[config.mk]
export PLATFORM = sky130hd
export DESIGN_NAME = ser_hsport
export DESIGN_NICKNAME = d
export VERILOG_FILES = /design/src/rtl/ser_hsport_pkg.sv /design/src/rtl/ser_hsport_fifo.sv /design/src/rtl/ser_hsport_txeng.sv /design/src/rtl/ser_hsport_rxeng.sv /design/src/rtl/ser_hsport.sv
export SDC_FILE = /design/constraint.sdc
export NUM_CORES = 1
export LEC_CHECK = 0
export BUFFER_PORTS_ARGS = -buffer_cell sky130_fd_sc_hd__buf_4
export CAP_MARGIN = 15
export CELL_PAD_IN_SITES_DETAIL_PLACEMENT = 0
export CELL_PAD_IN_SITES_GLOBAL_PLACEMENT = 1
export CORE_MARGIN = 2
export CORE_UTILIZATION = 40
export CTS_BUF_LIST = sky130_fd_sc_hd__clkbuf_8 sky130_fd_sc_hd__clkbuf_16
export DETAILED_ROUTE_END_ITERATION = 10
export PLACE_DENSITY = 0.67
export RECOVER_POWER = 25
export SYNTH_ARGS = -nofsm -noshare
export SYNTH_HDL_FRONTEND = slang
export SYNTH_HIERARCHICAL = 1
export SYNTH_SLANG_ARGS = --single-unit
[constraint.sdc]
create_clock -name clk -period 25.3 [get_ports clk]
set_input_delay 1.265 -clock clk [delete_from_list [all_inputs] [get_ports clk]]
set_output_delay 1.265 -clock clk [all_outputs]
set_load 0.05 [all_outputs]
[src/rtl/ser_hsport_pkg.sv]
package ser_hsport_pkg;

  // word index of each register (byte address bits 4:2)
  localparam logic [2:0] A_DATA  = 3'd0;
  localparam logic [2:0] A_LEVEL = 3'd1;
  localparam logic [2:0] A_STAT  = 3'd2;
  localparam logic [2:0] A_CTRL  = 3'd3;
  localparam logic [2:0] A_RATE  = 3'd4;

  // status bit positions
  localparam int S_TXREQ = 0;
  localparam int S_RXTRG = 1;
  localparam int S_RXTMO = 2;
  localparam int S_FRERR = 3;
  localparam int S_BRK   = 4;
  localparam int S_OVR   = 5;
  localparam int S_TXACT = 6;

  // control field positions
  localparam int C_TXIE = 5;
  localparam int C_RXIE = 6;
  localparam int C_ERIE = 7;
  localparam int C_BRK  = 8;
  localparam int C_OFFL = 9;
  localparam int C_TMOL = 16;
  localparam int CTRL_W = 22;
  localparam logic [CTRL_W-1:0] CTRL_RST = CTRL_W'(20) << C_OFFL;

  typedef struct packed {
    logic       brk;
    logic       fe;
    logic [7:0] data;
  } rx_word_t;

  function automatic int unsigned tx_trig_lvl(input logic [1:0] sel);
    case (sel)
      2'd0:    return 0;
      2'd1:    return 4;
      2'd2:    return 8;
      default: return 16;
    endcase
  endfunction

  function automatic int unsigned rx_trig_lvl(input logic [2:0] sel);
    case (sel)
      3'd0:    return 1;
      3'd1:    return 4;
      3'd2:    return 8;
      3'd3:    return 16;
      3'd4:    return 32;
      default: return 48;
    endcase
  endfunction

endpackage

[src/rtl/ser_hsport_fifo.sv]
module ser_hsport_fifo #(
  parameter int W     = 8,
  parameter int DEPTH = 64
) (
  input  logic                         clk,
  input  logic                         rst,
  input  logic                         push,
  input  logic [W-1:0]                 wdata,
  input  logic                         pop,
  output logic [W-1:0]                 rdata,
  output logic [$clog2(DEPTH+1)-1:0]   count,
  output logic                         full,
  output logic                         empty
);
  localparam int AW = $clog2(DEPTH);
  localparam int CW = $clog2(DEPTH+1);

  logic [W-1:0]  mem [DEPTH];
  logic [AW-1:0] wp, rp;
  logic          do_push, do_pop;

  assign do_push = push && !full;
  assign do_pop  = pop && !empty;
  assign full    = (count == CW'(DEPTH));
  assign empty   = (count == '0);
  assign rdata   = mem[rp];

  // storage without reset so a RAM can be inferred
  always_ff @(posedge clk) begin
    if (do_push) mem[wp] <= wdata;
  end

  always_ff @(posedge clk) begin
    if (rst) begin
      wp    <= '0;
      rp    <= '0;
      count <= '0;
    end else begin
      if (do_push) wp <= (wp == AW'(DEPTH-1)) ? '0 : wp + 1'b1;
      if (do_pop)  rp <= (rp == AW'(DEPTH-1)) ? '0 : rp + 1'b1;
      case ({do_push, do_pop})
        2'b10:   count <= count + 1'b1;
        2'b01:   count <= count - 1'b1;
        default: count <= count;
      endcase
    end
  end
endmodule

[src/rtl/ser_hsport_txeng.sv]
module ser_hsport_txeng #(
  parameter int OVS = 14
) (
  input  logic       clk,
  input  logic       rst,
  input  logic       tick,
  input  logic       have,
  input  logic [7:0] din,
  input  logic       brk_force,
  output logic       pop,
  output logic       txd
);
  localparam int TW = $clog2(OVS);

  logic          active;
  logic [TW-1:0] tcnt;
  logic [3:0]    bidx;
  logic [9:0]    sh;

  assign pop = tick && !active && have;

  always_ff @(posedge clk) begin
    if (rst) begin
      active <= 1'b0;
      tcnt   <= '0;
      bidx   <= '0;
      sh     <= '1;
      txd    <= 1'b1;
    end else begin
      if (tick) begin
        if (!active && have) begin
          sh     <= {1'b1, din, 1'b0};
          active <= 1'b1;
          tcnt   <= '0;
          bidx   <= '0;
        end else if (active) begin
          if (tcnt == TW'(OVS-1)) begin
            tcnt <= '0;
            sh   <= {1'b1, sh[9:1]};
            if (bidx == 4'd9) active <= 1'b0;
            else              bidx   <= bidx + 1'b1;
          end else begin
            tcnt <= tcnt + 1'b1;
          end
        end
      end
      txd <= brk_force ? 1'b0 : (active ? sh[0] : 1'b1);
    end
  end
endmodule

[src/rtl/ser_hsport_rxeng.sv]
module ser_hsport_rxeng
  import ser_hsport_pkg::*;
#(
  parameter int OVS = 14
) (
  input  logic                       clk,
  input  logic                       rst,
  input  logic                       tick,
  input  logic                       rxd,
  input  logic [$clog2(OVS)-1:0]     samp,
  output logic                       push,
  output rx_word_t                   word,
  output logic                       busy
);
  localparam int TW = $clog2(OVS);

  typedef enum logic [1:0] {RX_IDLE, RX_RUN, RX_WAITHI} rx_st_t;
  rx_st_t        st;
  logic [TW-1:0] tcnt;
  logic [3:0]    bidx;
  logic [7:0]    sh;
  logic          allz;

  assign busy = (st != RX_IDLE);

  always_ff @(posedge clk) begin
    if (rst) begin
      st   <= RX_IDLE;
      tcnt <= '0;
      bidx <= '0;
      sh   <= '0;
      allz <= 1'b1;
      push <= 1'b0;
      word <= '0;
    end else begin
      push <= 1'b0;
      if (tick) begin
        case (st)
          RX_IDLE: if (!rxd) begin
            st   <= RX_RUN;
            tcnt <= TW'(1);
            bidx <= '0;
            allz <= 1'b1;
          end
          RX_RUN: begin
            if (tcnt == TW'(OVS-1)) begin
              tcnt <= '0;
              bidx <= bidx + 1'b1;
            end else begin
              tcnt <= tcnt + 1'b1;
            end
            if (tcnt == samp) begin
              if (bidx == 4'd0) begin
                if (rxd) st <= RX_IDLE;            // false start
              end else if (bidx <= 4'd8) begin
                sh   <= {rxd, sh[7:1]};
                allz <= allz && !rxd;
              end else begin                       // stop bit
                push      <= 1'b1;
                word.data <= sh;
                word.fe   <= !rxd && !allz;
                word.brk  <= !rxd && allz;
                st        <= rxd ? RX_IDLE : RX_WAITHI;
              end
            end
          end
          default: if (rxd) st <= RX_IDLE;
        endcase
      end
    end
  end
endmodule

[src/rtl/ser_hsport.sv]
module ser_hsport
  import ser_hsport_pkg::*;
#(
  parameter int DEPTH  = 64,
  parameter int OVS    = 14,
  parameter int RATE_W = 8
) (
  input  logic        clk,
  input  logic        rst,
  input  logic [4:0]  bus_addr,
  input  logic        bus_wr,
  input  logic        bus_rd,
  input  logic [31:0] bus_wdata,
  output logic [31:0] bus_rdata,
  input  logic        ser_rx,
  output logic        ser_tx,
  output logic        irq
);
  localparam int CW  = $clog2(DEPTH+1);
  localparam int TW  = $clog2(OVS);
  localparam int TOW = $clog2(16*10*OVS+1);
  localparam int RXW = $bits(rx_word_t);

  // ---------------- register decode
  logic       aligned;
  logic       wr_data, wr_stat, wr_ctrl, wr_rate, rd_data;
  assign aligned = (bus_addr[1:0] == 2'b00);
  assign wr_data = bus_wr && aligned && bus_addr[4:2] == A_DATA;
  assign wr_stat = bus_wr && aligned && bus_addr[4:2] == A_STAT;
  assign wr_ctrl = bus_wr && aligned && bus_addr[4:2] == A_CTRL;
  assign wr_rate = bus_wr && aligned && bus_addr[4:2] == A_RATE;
  assign rd_data = bus_rd && aligned && bus_addr[4:2] == A_DATA;

  logic unused_wbits;
  assign unused_wbits = ^bus_wdata[31:CTRL_W];

  logic [CTRL_W-1:0] ctrl_q;
  logic [RATE_W-1:0] rate_q;

  // ---------------- prescaler
  logic [RATE_W-1:0] pcnt;
  logic              tick;
  assign tick = (pcnt == rate_q);

  always_ff @(posedge clk) begin
    if (rst)                  pcnt <= '0;
    else if (tick || wr_rate) pcnt <= '0;
    else                      pcnt <= pcnt + 1'b1;
  end

  // ---------------- rx synchronizer
  logic [1:0] rx_sync;
  always_ff @(posedge clk) begin
    if (rst) rx_sync <= 2'b11;
    else     rx_sync <= {rx_sync[0], ser_rx};
  end

  // ---------------- transmit path
  logic [7:0]    tx_head;
  logic [CW-1:0] tx_cnt;
  logic          tx_full, tx_empty, tx_pop;

  ser_hsport_fifo #(.W(8), .DEPTH(DEPTH)) u_txq (
    .clk(clk), .rst(rst), .push(wr_data), .wdata(bus_wdata[7:0]),
    .pop(tx_pop), .rdata(tx_head), .count(tx_cnt),
    .full(tx_full), .empty(tx_empty));

  ser_hsport_txeng #(.OVS(OVS)) u_tx (
    .clk(clk), .rst(rst), .tick(tick), .have(!tx_empty), .din(tx_head),
    .brk_force(ctrl_q[C_BRK]), .pop(tx_pop), .txd(ser_tx));

  // ---------------- receive path
  function automatic logic [TW-1:0] samp_of(input logic [5:0] off);
    int v;
    v = int'(off);
    for (int i = 0; i < 8; i++) if (v >= OVS) v = v - OVS;
    return TW'(v);
  endfunction

  logic          rx_push, rx_busy, rx_full, rx_empty, rx_pop, rx_take;
  rx_word_t      rx_in, rx_head;
  logic [CW-1:0] rx_cnt;

  ser_hsport_rxeng #(.OVS(OVS)) u_rx (
    .clk(clk), .rst(rst), .tick(tick), .rxd(rx_sync[1]),
    .samp(samp_of(ctrl_q[C_OFFL +: 6])),
    .push(rx_push), .word(rx_in), .busy(rx_busy));

  assign rx_pop  = rd_data && !rx_empty;
  assign rx_take = rx_push && !rx_full;

  ser_hsport_fifo #(.W(RXW), .DEPTH(DEPTH)) u_rxq (
    .clk(clk), .rst(rst), .push(rx_push), .wdata(rx_in),
    .pop(rx_pop), .rdata(rx_head), .count(rx_cnt),
    .full(rx_full), .empty(rx_empty));

  // ---------------- receive timeout
  logic [1:0]     to_sel;
  logic [TOW-1:0] to_cnt, to_thr;
  logic           to_flag;
  assign to_sel = ctrl_q[C_TMOL +: 2];

  always_comb begin
    case (to_sel)
      2'd1:    to_thr = TOW'(4*10*OVS);
      2'd2:    to_thr = TOW'(8*10*OVS);
      default: to_thr = TOW'(16*10*OVS);
    endcase
  end

  assign to_flag = (to_sel != 2'd0) && !rx_empty && (to_cnt >= to_thr);

  always_ff @(posedge clk) begin
    if (rst) to_cnt <= '0;
    else if (to_sel == 2'd0 || rx_busy || rx_push || rx_pop || rx_empty)
      to_cnt <= '0;
    else if (tick && to_cnt < to_thr)
      to_cnt <= to_cnt + 1'b1;
  end

  // ---------------- status latches
  logic st_txreq, st_fe, st_brk, st_ovr;
  logic tx_cond, tx_cond_q, rx_trg;
  logic set_txreq, set_fe, set_brk, set_ovr;

  assign tx_cond   = int'(tx_cnt) <= tx_trig_lvl(ctrl_q[1:0]);
  assign rx_trg    = int'(rx_cnt) >= rx_trig_lvl(ctrl_q[4:2]);
  assign set_txreq = tx_cond && !tx_cond_q;
  assign set_fe    = rx_take && rx_in.fe;
  assign set_brk   = rx_take && rx_in.brk;
  assign set_ovr   = rx_push && rx_full;

  always_ff @(posedge clk) begin
    if (rst) begin
      tx_cond_q <= 1'b1;
      st_txreq  <= 1'b0;
      st_fe     <= 1'b0;
      st_brk    <= 1'b0;
      st_ovr    <= 1'b0;
    end else begin
      tx_cond_q <= tx_cond;
      st_txreq  <= set_txreq || (st_txreq && !(wr_stat && bus_wdata[S_TXREQ]));
      st_fe     <= set_fe    || (st_fe    && !(wr_stat && bus_wdata[S_FRERR]));
      st_brk    <= set_brk   || (st_brk   && !(wr_stat && bus_wdata[S_BRK]));
      st_ovr    <= set_ovr   || (st_ovr   && !(wr_stat && bus_wdata[S_OVR]));
    end
  end

  logic [6:0] status;
  always_comb begin
    status          = '0;
    status[S_TXREQ] = st_txreq;
    status[S_RXTRG] = rx_trg;
    status[S_RXTMO] = to_flag;
    status[S_FRERR] = st_fe;
    status[S_BRK]   = st_brk;
    status[S_OVR]   = st_ovr;
    status[S_TXACT] = st_txreq && ctrl_q[C_TXIE];
  end

  // ---------------- config registers, read mux, interrupt
  always_ff @(posedge clk) begin
    if (rst) begin
      ctrl_q    <= CTRL_RST;
      rate_q    <= '1;
      bus_rdata <= '0;
      irq       <= 1'b0;
    end else begin
      if (wr_ctrl) ctrl_q <= bus_wdata[CTRL_W-1:0];
      if (wr_rate) rate_q <= bus_wdata[RATE_W-1:0];
      irq <= (status[S_TXREQ] && ctrl_q[C_TXIE])
          || ((status[S_RXTRG] || status[S_RXTMO]) && ctrl_q[C_RXIE])
          || ((status[S_FRERR] || status[S_BRK] || status[S_OVR]) && ctrl_q[C_ERIE]);
      if (bus_rd) begin
        bus_rdata <= '0;
        if (aligned) begin
          case (bus_addr[4:2])
            A_DATA:  bus_rdata <= rx_empty ? 32'h100
                                : {21'b0, rx_head.brk, rx_head.fe, 1'b0, rx_head.data};
            A_LEVEL: bus_rdata <= {16'b0, 8'(tx_cnt), 8'(rx_cnt)};
            A_STAT:  bus_rdata <= 32'(status);
            A_CTRL:  bus_rdata <= 32'(ctrl_q);
            A_RATE:  bus_rdata <= 32'(rate_q);
            default: bus_rdata <= '0;
          endcase
        end
      end
    end
  end
endmodule

Word level (Yosys, flattened, before mapping) --
Memory sizes are Yosys's and may differ from the RTL's. A register that Yosys moved wholly into a read port is not among the register bits. Index checks and enable logic that the tools add are counted.
Word-level totals: flip-flop bits (word level) 178, memory bits (writable) 1152, input port bits 42, output and inout bits 34, logic and storage cells 261, memories kept 2
Cells by class: $add $sub $neg 22, magnitude comparators 13, eq/ne operators 35, muxes and demuxes 63, bitwise logic cells 5, reduce and logical (&&, ||, !) cells 89
Memories:
- u_rxq.mem | depth 64, bits a word 10, read ports 1, clocked after memory_dff 1, write ports 1, line ser_hsport_fifo.sv:18 | logic [W-1:0] mem [DEPTH];
- u_txq.mem | depth 64, bits a word 8, read ports 1, clocked after memory_dff 1, write ports 1, line ser_hsport_fifo.sv:18
Operators with widths (number):
- 32-bit by 5-bit >= comparator with 1-bit output, second input constant | 7
- 32-bit two-way mux | 7
- 32-bit by 5-bit subtractor with 32-bit output, second input constant | 6
- 22-bit case mux with 5 select lines | 1
- 4-bit two-way mux | 12
- 6-bit two-way mux | 8
- 1-bit logical AND | 35
- 7-bit by 32-bit >= comparator with 1-bit output | 1
- 7-bit by 32-bit <= comparator with 1-bit output | 1
- 10-bit two-way mux | 3
- 6-bit case mux with 5 select lines | 1
- 7-bit case mux with 2 select lines | 2
- 6-bit by 1-bit adder with 6-bit output, second input constant | 4
- 6-bit == test, second input constant | 4
- 12-bit case mux with 2 select lines | 1
- 22-bit two-way mux | 1
- 4-bit by 1-bit adder with 4-bit output, second input constant | 4
- 4-bit case mux with 2 select lines | 2
- 1-bit two-way mux | 15
- 5-bit case mux with 3 select lines | 1
- 7-bit by 1-bit adder with 7-bit output, second input constant | 2
- 7-bit == test, second input constant | 2
- 7-bit logical NOT | 2
- 1-bit logical OR | 14
- 37 further kinds | 91

Logic depth before layout (Yosys ltp) --
depth after elaboration 19, gate-level depth with buffers 67, depth with buffers taken out 58

Modules after synthesis --
The synthesis kept the hierarchy.
Modules (own cells, without submodules):
- ser_hsport_fifo at u_rxq | instances 1, cells an instance 1309, area each 26205.1 um^2, seq. area each 19718.9 um^2
- ser_hsport_fifo at u_txq | instances 1, cells an instance 1060, area each 21209.1 um^2, seq. area each 15875.2 um^2
- ser_hsport | instances 1, cells an instance 1308, area each 9168.8 um^2, seq. area each 1601.5 um^2
- ser_hsport_rxeng | instances 1, cells an instance 160, area each 1445.1 um^2, seq. area each 600.6 um^2
- ser_hsport_txeng | instances 1, cells an instance 119, area each 1006.0 um^2, seq. area each 380.4 um^2

Least setup slack after synthesis --
OpenSTA, ideal clock, no wires.
path type register to register, start register ctrl_q[10], end register u_rx.allz, setup time 120 ps, data arrival time 13025 ps, required time 25180 ps, path slack 12155 ps, stages on the path, launching flop included 62, path buffers 8, period minus slack after synthesis 13145 ps, cells stage by stage dfxtp_1 ha_1 a211oi_2 xor2_2 inv_2 o21ai_0 nand3_1 ha_1 clkbuf_1 a21oi_1 nand2_1 clkbuf_1 buf_1 o21ai_0 ha_1 inv_1 nor3_1 o21ai_0 [26 not listed] buf_2 a21oi_1 xnor2_1 ha_1 o21ai_1 nor3_1 and3_1 or2_1 buf_2 a211oi_1 o21ai_1 o31ai_2 mux2_1 xnor2_2 nand4_2 or3b_1 buf_6 a211o_1
Between the ends: cells in the longest elaborated chain, start to end 19, elaborated cells between the ends (all ways) 27, those cells by class add/sub: 8; order compare: 8; eq/ne: 2; mux: 8; reduce/logical: 1
Ends and longest elaborated chain:
- start: declaration | line ser_hsport.sv:37 | logic [CTRL_W-1:0] ctrl_q;
- start signal: assignment | line ser_hsport.sv:169 | if (wr_ctrl) ctrl_q <= bus_wdata[CTRL_W-1:0];
- 6-bit by 4-bit subtractor with 7-bit output or 6-bit by 4-bit >= comparator with 1-bit output (tied branches) | line ser_hsport.sv:76 | for (int i = 0; i < 8; i++) if (v >= OVS) v = v - OVS;
- 32-bit two-way mux (*) | line ser_hsport.sv:76
- 32-bit by 5-bit subtractor with 32-bit output or 32-bit by 5-bit >= comparator with 1-bit output (tied branches) | line ser_hsport.sv:76
- 32-bit two-way mux (*) | line ser_hsport.sv:76
- 32-bit by 5-bit subtractor with 32-bit output or 32-bit by 5-bit >= comparator with 1-bit output (tied branches) | line ser_hsport.sv:76
- 32-bit two-way mux (*) | line ser_hsport.sv:76
- 32-bit by 5-bit subtractor with 32-bit output or 32-bit by 5-bit >= comparator with 1-bit output (tied branches) | line ser_hsport.sv:76
- 32-bit two-way mux (*) | line ser_hsport.sv:76
- [3 not listed]
- 32-bit two-way mux (*) | line ser_hsport.sv:76
- 32-bit by 5-bit subtractor with 32-bit output or 32-bit by 5-bit >= comparator with 1-bit output (tied branches) | line ser_hsport.sv:76
- 32-bit two-way mux (*) | line ser_hsport.sv:76
- 32-bit by 5-bit >= comparator with 1-bit output or 4-bit by 2-bit subtractor with 4-bit output (tied branches) | line ser_hsport.sv:76
- 4-bit two-way mux (*) | line ser_hsport.sv:76
- 4-bit == test (*) | line ser_hsport_rxeng.sv:52 | if (tcnt == samp) begin
- 2-bit by 1-bit inequality test with 1-bit output (no line) (*)
- 6-bit AND reduction (no line) (*)
- end signal: assignment | line ser_hsport_rxeng.sv:57 | allz <= allz && !rxd;
- end: declaration | line ser_hsport_rxeng.sv:22 | logic allz;
Every way passes the cells marked *; elsewhere a longest branch is shown, timed or not. A chain may end at the register's enable or synchronous reset.

Worst setup path in the final report --
Same ends and word-level chain as after synthesis.

==> impl_metrics.env <==
export IMPL_tightestPinTransition_ns=3.699
export IMPL_die_area_um2=150700
export IMPL_pre_cts_ws_ns=8.640
export IMPL_layout_drive_gt1_share=0.1650
export IMPL_finalCritPeriodShare=0.6702
export IMPL_p_leak_nw=20.71
export IMPL_cp_buffers_inverters=5
export IMPL_final_max_slew_viol_count=753
export IMPL_crit_fanout=21
export IMPL_cts_buffers=143
export IMPL_dieWidth_um=388.1
export IMPL_max_stage_delay_ns=0.67
export IMPL_status="complete, but fails checks"
export IMPL_coreArea_um2=146100
export IMPL_final_util=0.4480
export IMPL_antenna_found_initial=4
export IMPL_critical_path_class="reg2reg"
export IMPL_place_gp_congestion=0.8669
export IMPL_cp_required_ns=25.95
export IMPL_clockBufferDepth=3
export IMPL_post_cts_resized=0
export IMPL_cpMostUsedCell="ha_1"
export IMPL_max_slew_margin=-1.466
export IMPL_cts_num_sinks=1331
export IMPL_postRouteAntennaNets=0
export IMPL_max_freq_mhz=58.98
export IMPL_insertion_delay_ns=0.77
export IMPL_worstPathArrival_ns=17.61
export IMPL_cts_htree_levels=4
export IMPL_hold_viol_final=0
export IMPL_grtUsageTotal=0.2003
export IMPL_dieHeight_um=388.1
export IMPL_powerDensity_nw_per_um2=78.27
export IMPL_violations="max-capacitance violations, max-slew violations"
export IMPL_yosysWarnings=6
export IMPL_hold_class="reg2reg"
export IMPL_hold_worst_slack_ns=0.4559
export IMPL_grt_pass1_wl_mm=227.1
export IMPL_hold_buffers=0
export IMPL_syn_area_um2=59030
export IMPL_final_cell_area_um2=65440
export IMPL_cts_clk_slew_worst_paths_ns=0.06
export IMPL_grt_ovfl_total=0
export IMPL_dp_hpwl_mm=96.69
export IMPL_fin_cells=6022
export IMPL_dr_pass1_iters=5
export IMPL_end_kind="register"
export IMPL_place_inst=5759
export IMPL_skew_ns=0.03802
export IMPL_setup_viol=0
export IMPL_num_vias=35140
export IMPL_initial_utilization=0.4041
export IMPL_cts_tree="done"
export IMPL_max_cap_viol_count=12
export IMPL_grt_max_degree=68
export IMPL_post_cts_setup_buffers=0
export IMPL_cp_top_family="simple AND/OR/NAND/NOR gates"
export IMPL_nNetsFinal=4088
export IMPL_crit_slowest_cell="or3b_1"
export IMPL_syn_mean_instance_area_um2=14.92
export IMPL_regArea_um2=38200
export IMPL_fillers=12839
export IMPL_setup_tns_final_ns=0
export IMPL_cts_root_buf="clkbuf_16"
export IMPL_syn_inst=3955
export IMPL_post_route_drc_count=0
export IMPL_drtIter0Drc=3187
export IMPL_layout_min_cycle_time_ns=16.95
export IMPL_worst_slack_ns=8.345
export IMPL_vdd_drop_max_v=0.00007313
export IMPL_multi_input_area_um2=19350
export IMPL_portBuffers=55
export IMPL_std_cell_rows=140
export IMPL_rsz0062_at_grt="no"
export IMPL_areaGrowthSynthToFinish_pct=10.87
export IMPL_critPathLaunchType="register"
export IMPL_vias_per_cell=5.835
export IMPL_grt_pass1_vias=34084
export IMPL_fin_total_pwr_mw=5.122
export IMPL_ios=76
export IMPL_dpl_cell_area_um2=60970
export IMPL_routed_wl_mm=152.3
export IMPL_routedWlPerCell_um=25.29
==> metal layers <==
layer | vias up | share of wire | GRT usage
met5 | - | 0.000059 | 0
met4 | 2 | 0.025 | 0.05787
met3 | 228 | 0.059 | 0.03215
met2 | 1125 | 0.47 | 0.3170
met1 | 18086 | 0.44 | 0.2860
li1 | 15699 | - | -
==> flip-flops by register name, indices dropped and copies added (netlist names), 4 cells and up, named ones only <==
signal	cells
bus_rdata	22
ctrl_q	22
pcnt	8
rate_q	8
to_cnt	12
u_rx/bidx	4
u_rx/sh	8
u_rx/tcnt	4
u_rx/word	10
u_rxq/count	7
u_rxq/mem	640
u_rxq/rp	6
u_rxq/wp	6
u_tx/bidx	4
u_tx/sh	9
u_tx/tcnt	4
u_txq/count	7
u_txq/mem	512
u_txq/rp	6
u_txq/wp	6
==> cell usage in the layout, fill, tap and decap left out, types with 32 or more instances in the layout <==
| cell type | count |
|---|---|
| a21oi_1 | 162 |
| nand2_1 | 263 |
| inv_1 | 98 |
| mux2i_1 | 76 |
| nor3_1 | 57 |
| edfxtp_1 | 1152 |
| nand2b_1 | 43 |
| clkinv_1 | 33 |
| dfxtp_1 | 171 |
| o22ai_1 | 42 |
| or3_1 | 35 |
| clkbuf_16 | 145 |
| nor2_1 | 342 |
| ha_1 | 53 |
| a22oi_1 | 53 |
| xor2_1 | 40 |
| nor2b_1 | 40 |
| xnor2_1 | 59 |
| and3_1 | 32 |
| o21ai_0 | 98 |
| nand3_1 | 90 |
| a31oi_1 | 37 |
| buf_4 | 92 |
| mux4_2 | 274 |
==> where the power goes <==
| group | internal (mW) | total [mW] | switching [mW] |
|---|---|---|---|
| Combinational | 0.271 | 0.781 | 0.511 |
| Clock | 1.11 | 1.97 | 0.865 |
| Sequential | 2.37 | 2.37 | 0.00202 |
==> final timing paths <==
check | cells past startpoint | slack (ns) | startpoint | endpoint
worst max-delay path | 54 | 8.35 | ctrl_q[10]$_SDFFE_PP0P_ | u_rx/allz$_SDFFE_PP1P_
worst min-delay path | 2 | 0.46 | ctrl_q[19]$_SDFFE_PP0P_ | ctrl_q[19]$_SDFFE_PP0P_
worst max register to register | 54 | 8.35 | ctrl_q[10]$_SDFFE_PP0P_ | u_rx/allz$_SDFFE_PP1P_
worst min register to register | 2 | 0.46 | ctrl_q[19]$_SDFFE_PP0P_ | ctrl_q[19]$_SDFFE_PP0P_
==> tightest hold or removal path, cell delays in order (launching register included) <==
cell and delay [ns]:
dfxtp_1 0.31, nand2_1 0.05, a21oi_1 0.05
==> layout make-up <==
class,instances,share of cell area
repair buffers,108,0.01201
multi-input cells,2345,0.2956
flip-flops and latches,1331,0.5837
clock inverters,107,0.01220
inverters,64,0.003671
clock buffers,148,0.05607
well taps,1917,0.03665
diodes,2,0.00007647
Power figures use the tool's default switching activity.
